--- src/rtl/oc_pkg.sv ---
package oc_pkg;
  typedef enum logic [2:0] {
    OC_FROZEN  = 3'd0,
    OC_SET     = 3'd1,
    OC_CLEAR   = 3'd2,
    OC_TOGGLE  = 3'd3,
    OC_FORCE_L = 3'd4,
    OC_FORCE_H = 3'd5,
    OC_PWM_A   = 3'd6,
    OC_PWM_B   = 3'd7
  } oc_mode_e;

  typedef enum logic [1:0] {
    AL_EDGE = 2'd0,
    AL_DOWN = 2'd1,
    AL_UP   = 2'd2,
    AL_BOTH = 2'd3
  } oc_align_e;
endpackage

--- src/rtl/oc_cmp_reg.sv ---
module oc_cmp_reg #(
  parameter int W = 16
) (
  input  logic         clk,
  input  logic         rst_n,
  input  logic         preload_i,
  input  logic         upd_i,
  input  logic         wr_i,
  input  logic [W-1:0] wdata_i,
  output logic [W-1:0] cmp_o
);
  logic [W-1:0] act_q, act_d, shd_q, shd_d;
  logic         act_en;

  always_comb begin
    shd_d  = wr_i ? wdata_i : shd_q;
    act_en = preload_i ? upd_i : wr_i;
    act_d  = preload_i ? shd_d : wdata_i;
  end

  always_ff @(posedge clk or negedge rst_n) begin
    if (!rst_n) begin
      act_q <= '0;
      shd_q <= '0;
    end else begin
      if (wr_i)   shd_q <= shd_d;
      if (act_en) act_q <= act_d;
    end
  end

  assign cmp_o = act_q;

  p_direct_load_r9: assert property (@(posedge clk) disable iff (!rst_n)
    (wr_i && !preload_i) |=> (cmp_o == $past(wdata_i)));
  p_preload_hold_r9: assert property (@(posedge clk) disable iff (!rst_n)
    (preload_i && !upd_i) |=> $stable(cmp_o));
endmodule

--- src/rtl/oc_ref_gen.sv ---
module oc_ref_gen
  import oc_pkg::*;
#(
  parameter int W = 16
) (
  input  logic         clk,
  input  logic         rst_n,
  input  oc_mode_e     mode_i,
  input  logic [W-1:0] cnt_i,
  input  logic [W-1:0] cmp_i,
  input  logic [W-1:0] reload_i,
  input  logic         down_i,
  input  logic         hit_i,
  output logic         ref_o
);
  logic ref_q, ref_d, pwm_lvl, beyond;

  always_comb begin
    beyond  = cmp_i > reload_i;
    pwm_lvl = beyond | (down_i ? (cnt_i <= cmp_i) : (cnt_i < cmp_i));
    unique case (mode_i)
      OC_FROZEN:  ref_d = ref_q;
      OC_SET:     ref_d = hit_i ? 1'b1 : ref_q;
      OC_CLEAR:   ref_d = hit_i ? 1'b0 : ref_q;
      OC_TOGGLE:  ref_d = hit_i ? ~ref_q : ref_q;
      OC_FORCE_L: ref_d = 1'b0;
      OC_FORCE_H: ref_d = 1'b1;
      OC_PWM_A:   ref_d = pwm_lvl;
      OC_PWM_B:   ref_d = ~pwm_lvl;
      default:    ref_d = ref_q;
    endcase
  end

  always_ff @(posedge clk or negedge rst_n) begin
    if (!rst_n) ref_q <= 1'b0;
    else        ref_q <= ref_d;
  end

  assign ref_o = ref_q;

  p_force_low_r5: assert property (@(posedge clk) disable iff (!rst_n)
    (mode_i == OC_FORCE_L) |=> !ref_o);
  p_force_high_r5: assert property (@(posedge clk) disable iff (!rst_n)
    (mode_i == OC_FORCE_H) |=> ref_o);
  p_frozen_hold_r2: assert property (@(posedge clk) disable iff (!rst_n)
    (mode_i == OC_FROZEN) |=> (ref_o == $past(ref_o)));
endmodule

--- src/rtl/oc_match_flag.sv ---
module oc_match_flag
  import oc_pkg::*;
(
  input  logic      clk,
  input  logic      rst_n,
  input  logic      hit_i,
  input  logic      tick_i,
  input  logic      down_i,
  input  oc_align_e align_i,
  input  logic      clr_i,
  output logic      flag_o
);
  logic flag_q, flag_d, dir_ok;

  always_comb begin
    unique case (align_i)
      AL_DOWN: dir_ok = down_i;
      AL_UP:   dir_ok = ~down_i;
      default: dir_ok = 1'b1;
    endcase
    if (hit_i && dir_ok) flag_d = 1'b1;
    else if (clr_i)      flag_d = 1'b0;
    else                 flag_d = flag_q;
  end

  always_ff @(posedge clk or negedge rst_n) begin
    if (!rst_n) flag_q <= 1'b0;
    else        flag_q <= flag_d;
  end

  assign flag_o = flag_q;

  p_flag_sticky_r11: assert property (@(posedge clk) disable iff (!rst_n)
    (flag_o && !clr_i) |=> flag_o);
  p_no_tick_no_set_r12: assert property (@(posedge clk) disable iff (!rst_n)
    (!tick_i && !flag_o) |=> !flag_o);
endmodule

--- src/rtl/oc_channel.sv ---
module oc_channel
  import oc_pkg::*;
#(
  parameter int W      = 16,
  parameter int SYNC_N = 2
) (
  input  logic         clk,
  input  logic         rst_n,
  input  logic [W-1:0] cnt_i,
  input  logic         down_i,
  input  logic [W-1:0] reload_i,
  input  logic         tick_i,
  input  logic         upd_i,
  input  logic [1:0]   align_i,
  input  logic [2:0]   mode_i,
  input  logic         pol_i,
  input  logic         en_i,
  input  logic         preload_i,
  input  logic         wr_i,
  input  logic [W-1:0] wdata_i,
  input  logic         clr_i,
  input  logic         irq_en_i,
  output logic [W-1:0] cmp_o,
  output logic         ref_o,
  output logic         pin_o,
  output logic         flag_o,
  output logic         irq_o
);
  localparam int SL = (SYNC_N < 1) ? 1 : SYNC_N;

  logic [SL-1:0] sync_q;
  logic          rst_s_n;
  logic          hit;

  always_ff @(posedge clk or negedge rst_n) begin
    if (!rst_n) sync_q <= '0;
    else        sync_q <= {sync_q[SL-2:0], 1'b1};
  end
  assign rst_s_n = sync_q[SL-1];

  assign hit = tick_i && (cnt_i == cmp_o);

  oc_cmp_reg #(.W(W)) u_cmp (
    .clk(clk), .rst_n(rst_s_n), .preload_i(preload_i), .upd_i(upd_i),
    .wr_i(wr_i), .wdata_i(wdata_i), .cmp_o(cmp_o)
  );

  oc_ref_gen #(.W(W)) u_ref (
    .clk(clk), .rst_n(rst_s_n), .mode_i(oc_mode_e'(mode_i)), .cnt_i(cnt_i),
    .cmp_i(cmp_o), .reload_i(reload_i), .down_i(down_i), .hit_i(hit),
    .ref_o(ref_o)
  );

  oc_match_flag u_flag (
    .clk(clk), .rst_n(rst_s_n), .hit_i(hit), .tick_i(tick_i), .down_i(down_i),
    .align_i(oc_align_e'(align_i)), .clr_i(clr_i), .flag_o(flag_o)
  );

  assign pin_o = en_i ? (ref_o ^ pol_i) : pol_i;
  assign irq_o = flag_o & irq_en_i;
endmodule

--- config.mk ---
export PLATFORM = sky130hd
export DESIGN_NAME = oc_channel
export DESIGN_NICKNAME = d
export VERILOG_FILES = /design/src/rtl/oc_pkg.sv /design/src/rtl/oc_cmp_reg.sv /design/src/rtl/oc_ref_gen.sv /design/src/rtl/oc_match_flag.sv /design/src/rtl/oc_channel.sv
export SDC_FILE = /design/constraint.sdc
export NUM_CORES = 1
export LEC_CHECK = 0
export ABC_AREA = 1
export BUFFER_PORTS_ARGS = -buffer_cell sky130_fd_sc_hd__clkbuf_2
export CAP_MARGIN = 0
export CORE_MARGIN = 2
export CORE_UTILIZATION = 30
export DETAILED_ROUTE_END_ITERATION = 16
export PLACE_DENSITY = 0.62
export SYNTH_ARGS = -nofsm -noshare
export SYNTH_HDL_FRONTEND = slang
export SYNTH_SLANG_ARGS = --single-unit
export TNS_END_PERCENT = 20
--- constraint.sdc ---
create_clock -name clk -period 3.2 [get_ports clk]
set_input_delay 0.8 -clock clk [delete_from_list [all_inputs] [get_ports clk]]
set_output_delay 0.8 -clock clk [all_outputs]
set_load 0.01 [all_outputs]
[After elaboration in Yosys (flattened, before gate mapping)]
Index checks and enable logic that the tools add are counted.
Storage, ports and cells
  output and inout port bits: 20
  register bits after elaboration: 36
  input bits: 64
  word-level logic and storage cells: 45
Operators by class
  reduce and logical (&&, ||, !) cells: 5
  magnitude comparators: 3
  mux-type cells: 12
  bitwise gates (word level): 7
  eq/ne operators: 13
Operators with widths (count)
  $mux 16: 2
  $eq 16x16->1: 1
  $gt 16x16->1: 1
  $le 16x16->1: 1
  $lt 16x16->1: 1
  $eq 3x3->1 const B: 4
  $mux 1: 8
  $pmux 1 s7: 1
  $eq 3x2->1 const B: 2
  $ne 2x1->1 const B: 3
  $not 1->1: 4
  $reduce_and 4->1: 1
  $eq 3x1->1 const B: 1
  $logic_not 3->1: 1
  $eq 2x1->1 const B: 1
  $eq 2x2->1 const B: 1
  $logic_and 1x1->1: 2
  $pmux 1 s2: 1
  $reduce_bool 2->1: 1
  $and 1x1->1: 1
  $or 1x1->1: 1
  $xor 1x1->1: 1

[Longest topological paths before layout]
  word-level depth: 5
  depth in mapped cells: 17
  mapped depth without buffers: 17

[Hierarchy]
Synthesis repeated with hierarchy kept, for this count alone.
Second synthesis, totals
  cells, all modules: 407
  area, all modules: 2773.9 µm²
Modules (own cells, without submodules)
  oc_cmp_reg: sequential area each 800.8 µm², cells an instance 157, times used 1, area each 1341.3 µm²
  oc_ref_gen: sequential area each 25.0 µm², cells an instance 164, times used 1, area each 982.2 µm²
  oc_channel: sequential area each 50.0 µm², cells an instance 72, times used 1, area each 357.8 µm²
  oc_match_flag: sequential area each 25.0 µm², cells an instance 14, times used 1, area each 92.6 µm²

[Least setup slack after synthesis]
OpenSTA, ideal clock, no wires.
  path type: input to register
  start: in cnt_i[15]
  end: reg u_ref.ref_q (netlist: u_ref.ref_o)
  stages on the path: 12
  data required time: 3087 ps
  library setup time: 113 ps
  setup slack: 1226 ps
  path buffers: 0
  arrival time: 1861 ps
  path through: ha_1 nand2_1 nor2_2 nand2_1 nor2_1 nand2_1 o21ai_1 inv_1 nor2_2 nand3_1 nand2_1 inv_1
On the way
  cells in the longest elaborated chain, start to end: 5
  elaborated cells on any way between the ends: 12
  those cells by class: order compare: 2; eq/ne: 4; mux: 2; bitwise: 2; reduce/logical: 2
RTL lines
  start: declaration: RTL line oc_channel.sv:9  | input logic [W-1:0] cnt_i,
  $lt 16x16->1 / $le 16x16->1 (equally long branches): RTL line oc_ref_gen.sv:20  | pwm_lvl = beyond | (down_i ? (cnt_i <= cmp_i) : (cnt_i < cmp_i));
  $mux 1: RTL line oc_ref_gen.sv:20
  $or 1x1->1: RTL line oc_ref_gen.sv:20
  $not 1->1: RTL line oc_ref_gen.sv:29  | OC_PWM_B: ref_d = ~pwm_lvl;
  $pmux 1 s7: RTL line oc_ref_gen.sv:21  | unique case (mode_i)
  end signal: assignment: RTL line oc_ref_gen.sv:36  | else ref_q <= ref_d;
  end: declaration: RTL line oc_ref_gen.sv:16  | logic ref_q, ref_d, pwm_lvl, beyond;
Several ways; a longest one is shown, not always the timed one.
A chain may end at the register's enable or synchronous reset.

[Worst setup path in the final report]
  start: in wr_i
  end: reg u_cmp.act_q[10] (netlist: u_cmp.cmp_o[10])
On the way
  cells in the longest elaborated chain, start to end: 2
  elaborated cells on any way between the ends: 3
  those cells by class: mux: 3
RTL lines
  start: declaration: RTL line oc_channel.sv:19  | input logic wr_i,
  $mux 16: RTL line oc_cmp_reg.sv:16  | shd_d = wr_i ? wdata_i : shd_q;
  $mux 16: RTL line oc_cmp_reg.sv:18  | act_d = preload_i ? shd_d : wdata_i;
  end signal: assignment: RTL line oc_cmp_reg.sv:27  | if (act_en) act_q <= act_d;
  end: declaration: RTL line oc_cmp_reg.sv:12  | logic [W-1:0] act_q, act_d, shd_q, shd_d;
Several ways; a longest one is shown, not always the timed one.

==> impl_metrics.csv <==
group,metric,value,unit
run_status,status,"complete, no violations",
sta,min_period_over_period,0.655,
global_routing,grt_pass1_vias,2207,
sta,max_freq,477,MHz
worst_setup_path,startpoint,"wr_i",
synth,yosys-top-cells-area,"dfrtp_1 (37%), ha_1 (18%), nand2_1 (17%)",
global_routing,antenna_found_initial,0,
power,power.density,434,nW/µm²
synth,synth.area.mux_share,0,
place,portBuffers,83,
finish,n_antenna_cell,0,
drt,route.detailed.wl_per_inst,12.2,µm
drt,vias_per_cell,4.44,
synth,ys_types,26,
worst_setup_path,cp.required,3.35,ns
finish,fin_nets,495,
die,start_util,0.310,
sta,slew_violations,0,
worst_setup_path,cp-end-kind,"register",
synth,yosysTopAreaCell,"dfrtp_1",
place,place_ws,0.762,ns
synth,ys.flop_type,"dfrtp_1",
clock_tree,cts_buffer_depth,2,
synth,synth_top_area_frac,0.374,
drt,drt_pass1_iterations,4,
clock_tree,cts_buffers,5,
clock_tree,tritoncts,"yes",
clock_tree,post_cts_buffers,0,
sta,setup_tns,0,ns
sta,fin_skew,0.0125,ns
sta,rsz0062_at_grt,"false",
clock_tree,cts_root_buffer,"clkbuf_8",
synth,synth_warnings,0,
die,die_y,93.6,µm
drt,drtAntennaViolNets,0,
finish,final_layout_size_suffix_gt1_frac,0.251,
synth,avgSynthCellArea,7.72,µm²
global_routing,grt_max_degree,25,
global_routing,grt.total_usage,0.146,
worst_setup_path,crit_path_end,"u_cmp.cmp_o[10]$_DFFE_PN0P_",
synth,ys_seq_area_frac,0.374,
worst_setup_path,reg2reg_to,"u_ref.ref_o$_DFFE_PN0P_",
synth,synth_compound_area_frac,0.126,
clock_tree,clk_pin_slew_worst_paths,0.07,ns
sta,final_hold_viol_count,0,
sta,setup_viol_count_final,0,
die,rows,32,
worst_setup_path,r2r-start,"u_cmp.cmp_o[11]$_DFFE_PN0P_",
synth,synth-xor-area-share,0.00363,
worst_setup_path,criticalPathCategory,"input pin to register",
synth,synth_top_family_by_area,"simple AND/OR/NAND/NOR gates",
die,io_pins,84,
worst_setup_path,cp.arrival,2.25,ns
synth,ys_ff_latch,36,
drt,post-route-drc-count,0,
power,ir_worst_vdd,0.000196,V
finish,syn2layout_area_growth,25.6,%
synth,postSynthCellCount,312,
global_routing,grt_pass1_wl,10000,µm
synth,synthAdderAreaFrac,0.177,
synth,syn_nets,410,
synth,netlist_top_cells_count,"nand2_1 (111), inv_1 (51), dfrtp_1 (36), ha_1 (34), a21oi_1 (19)",
worst_setup_path,regToRegSetupSlack,1.39,ns
drt,drtIter0Drc,133,
synth,synth-edff-count,0,
synth,synth-simple-area-share,0.218,
drt,vias,2220,
global_routing,grt_overflow_total,0,
die,fp.dieArea,8770,µm²
clock_tree,cts_sinks,36,
place,place_congestion,0.787,
job,drv_cap,0,
synth,synth_most_common_cell,"nand2_1",
worst_setup_path,path_max_fanout,17,
clock_tree,cts.repair.resized,0,
power,p_leak,1.76,nW
drt,wl,6120,µm
sta,fin_crit,2.10,ns
worst_setup_path,ff2ff_path_depth,10,
clock_tree,clkLatencyLatePin,0.29,ns
die,core,7770,µm²
synth,synth_area,2410,µm²
clock_tree,h-tree-depth,2,
sta,timing.final.ws_setup,1.10,ns
hold_path,hold_class,"register to async pin",
place,hpwl,5020,µm
clock_tree,hold_buffers,0,
die,dieWidth,93.6,µm
synth,async_reset_ff_frac,1.00,
worst_setup_path,startpoint_type,"input pin",
==> state kept, by name, summed over array words and instances (netlist names) <==
signal / flops
u_cmp.cmp_o: 16
u_cmp.shd_q: 16
sync_q: 2
u_flag.flag_o: 1
u_ref.ref_o: 1
==> worst max-delay path: stages <==
cell and delay (ns):
clkbuf_2 0.33, inv_2 0.24, nor2_2 0.33, nor2_1 0.09
inv_2 0.28, o221ai_1 0.16
==> power breakdown <==
| part | switching (mW) | total [mW] | internal, mW |
|---|---|---|---|
| clock network | 0.159 | 0.390 | 0.231 |
| registers | 0.0359 | 0.540 | 0.504 |
| logic | 0.223 | 0.383 | 0.160 |
| total | 0.417 | 1.31 | 0.896 |
==> per-layer routing <==
metal | GRT usage | vias up | wire length, µm
met4 | 0.0254 | 0 | 38
li1 | - | 1162 | -
met5 | 0 | - | 0
met2 | 0.249 | 50 | 2870
met3 | 0.0371 | 4 | 343
met1 | 0.189 | 1004 | 2860
==> area by class of cell <==
| type | count | area [µm²] |
|---|---|---|
| clock buffers | 6 | 72.6 |
| clock inverters | 2 | 35.0 |
| fillers | 847 | 4740 |
| inverters | 54 | 203 |
| multi-input cells | 216 | 1270 |
| flip-flops and latches | 36 | 901 |
| well taps | 102 | 128 |
| repair buffers | 84 | 423 |
==> cells by family (layout without fill, tap and decap cells) <==
logic type | Yosys count | count (layout)
fa+ha+maj | 34 | 34
xor+xnor | 1 | 1
other cells | 1 | 1
simple gates | 135 | 135
buf+inv | 60 | 146
flops | 36 | 36
compound gates | 45 | 45
==> worst min-delay path by stage <==
| stage | to | slack [ns] | cells past startpoint |
|---|---|---|---|
| floorplan | sync_q[1]$_DFF_PN0_ | 0.33 | 0 |
| global placement | u_flag.flag_o$_DFFE_PN0P_ | 0.21 | 0 |
| detailed placement | u_flag.flag_o$_DFFE_PN0P_ | 0.21 | 0 |
| CTS | u_cmp.cmp_o[9]$_DFFE_PN0P_ | 0.21 | 0 |
| global route | u_cmp.cmp_o[9]$_DFFE_PN0P_ | 0.23 | 0 |
| finish | u_cmp.cmp_o[10]$_DFFE_PN0P_ | 0.19 | 0 |
==> layout by cell type (no fill, tap or decap), types with 3 or more instances in the layout <==
master    Yosys  layout
o221ai_2      3       3
a22oi_1       3       3
o21ai_0       3       3
clkbuf_2      0      83
nor3_1        3       3
o21ai_1       4       4
nand3_1       4       4
inv_2         3       3
o211ai_1      4       4
dfrtp_1      36      36
nor2_2        3       3
inv_1        51      51
nor2_1       13      13
a21oi_1      19      19
o221ai_1      6       6
ha_1         34      34
nand2_1     111     111
clkbuf_8      0       5
==> stage by stage <==
stage / power (mW) / cell area, µm² / cells / hold slack [ns] / util
CTS: 1.33 / 3030 / 500 / 0.206 / 0.390
global route: 1.42 / 3030 / 500 / 0.230 / 0.390
finish: 1.31 / 3030 / 500 / 0.192 / 0.390
floorplan: 0.793 / 2410 / 312 / 0.331 / -
detailed placement: 0.937 / 2920 / 492 / 0.206 / 0.376
global placement: 0.927 / 2920 / 492 / 0.210 / 0.376
No activity file was read; power rests on OpenSTA's default activity.
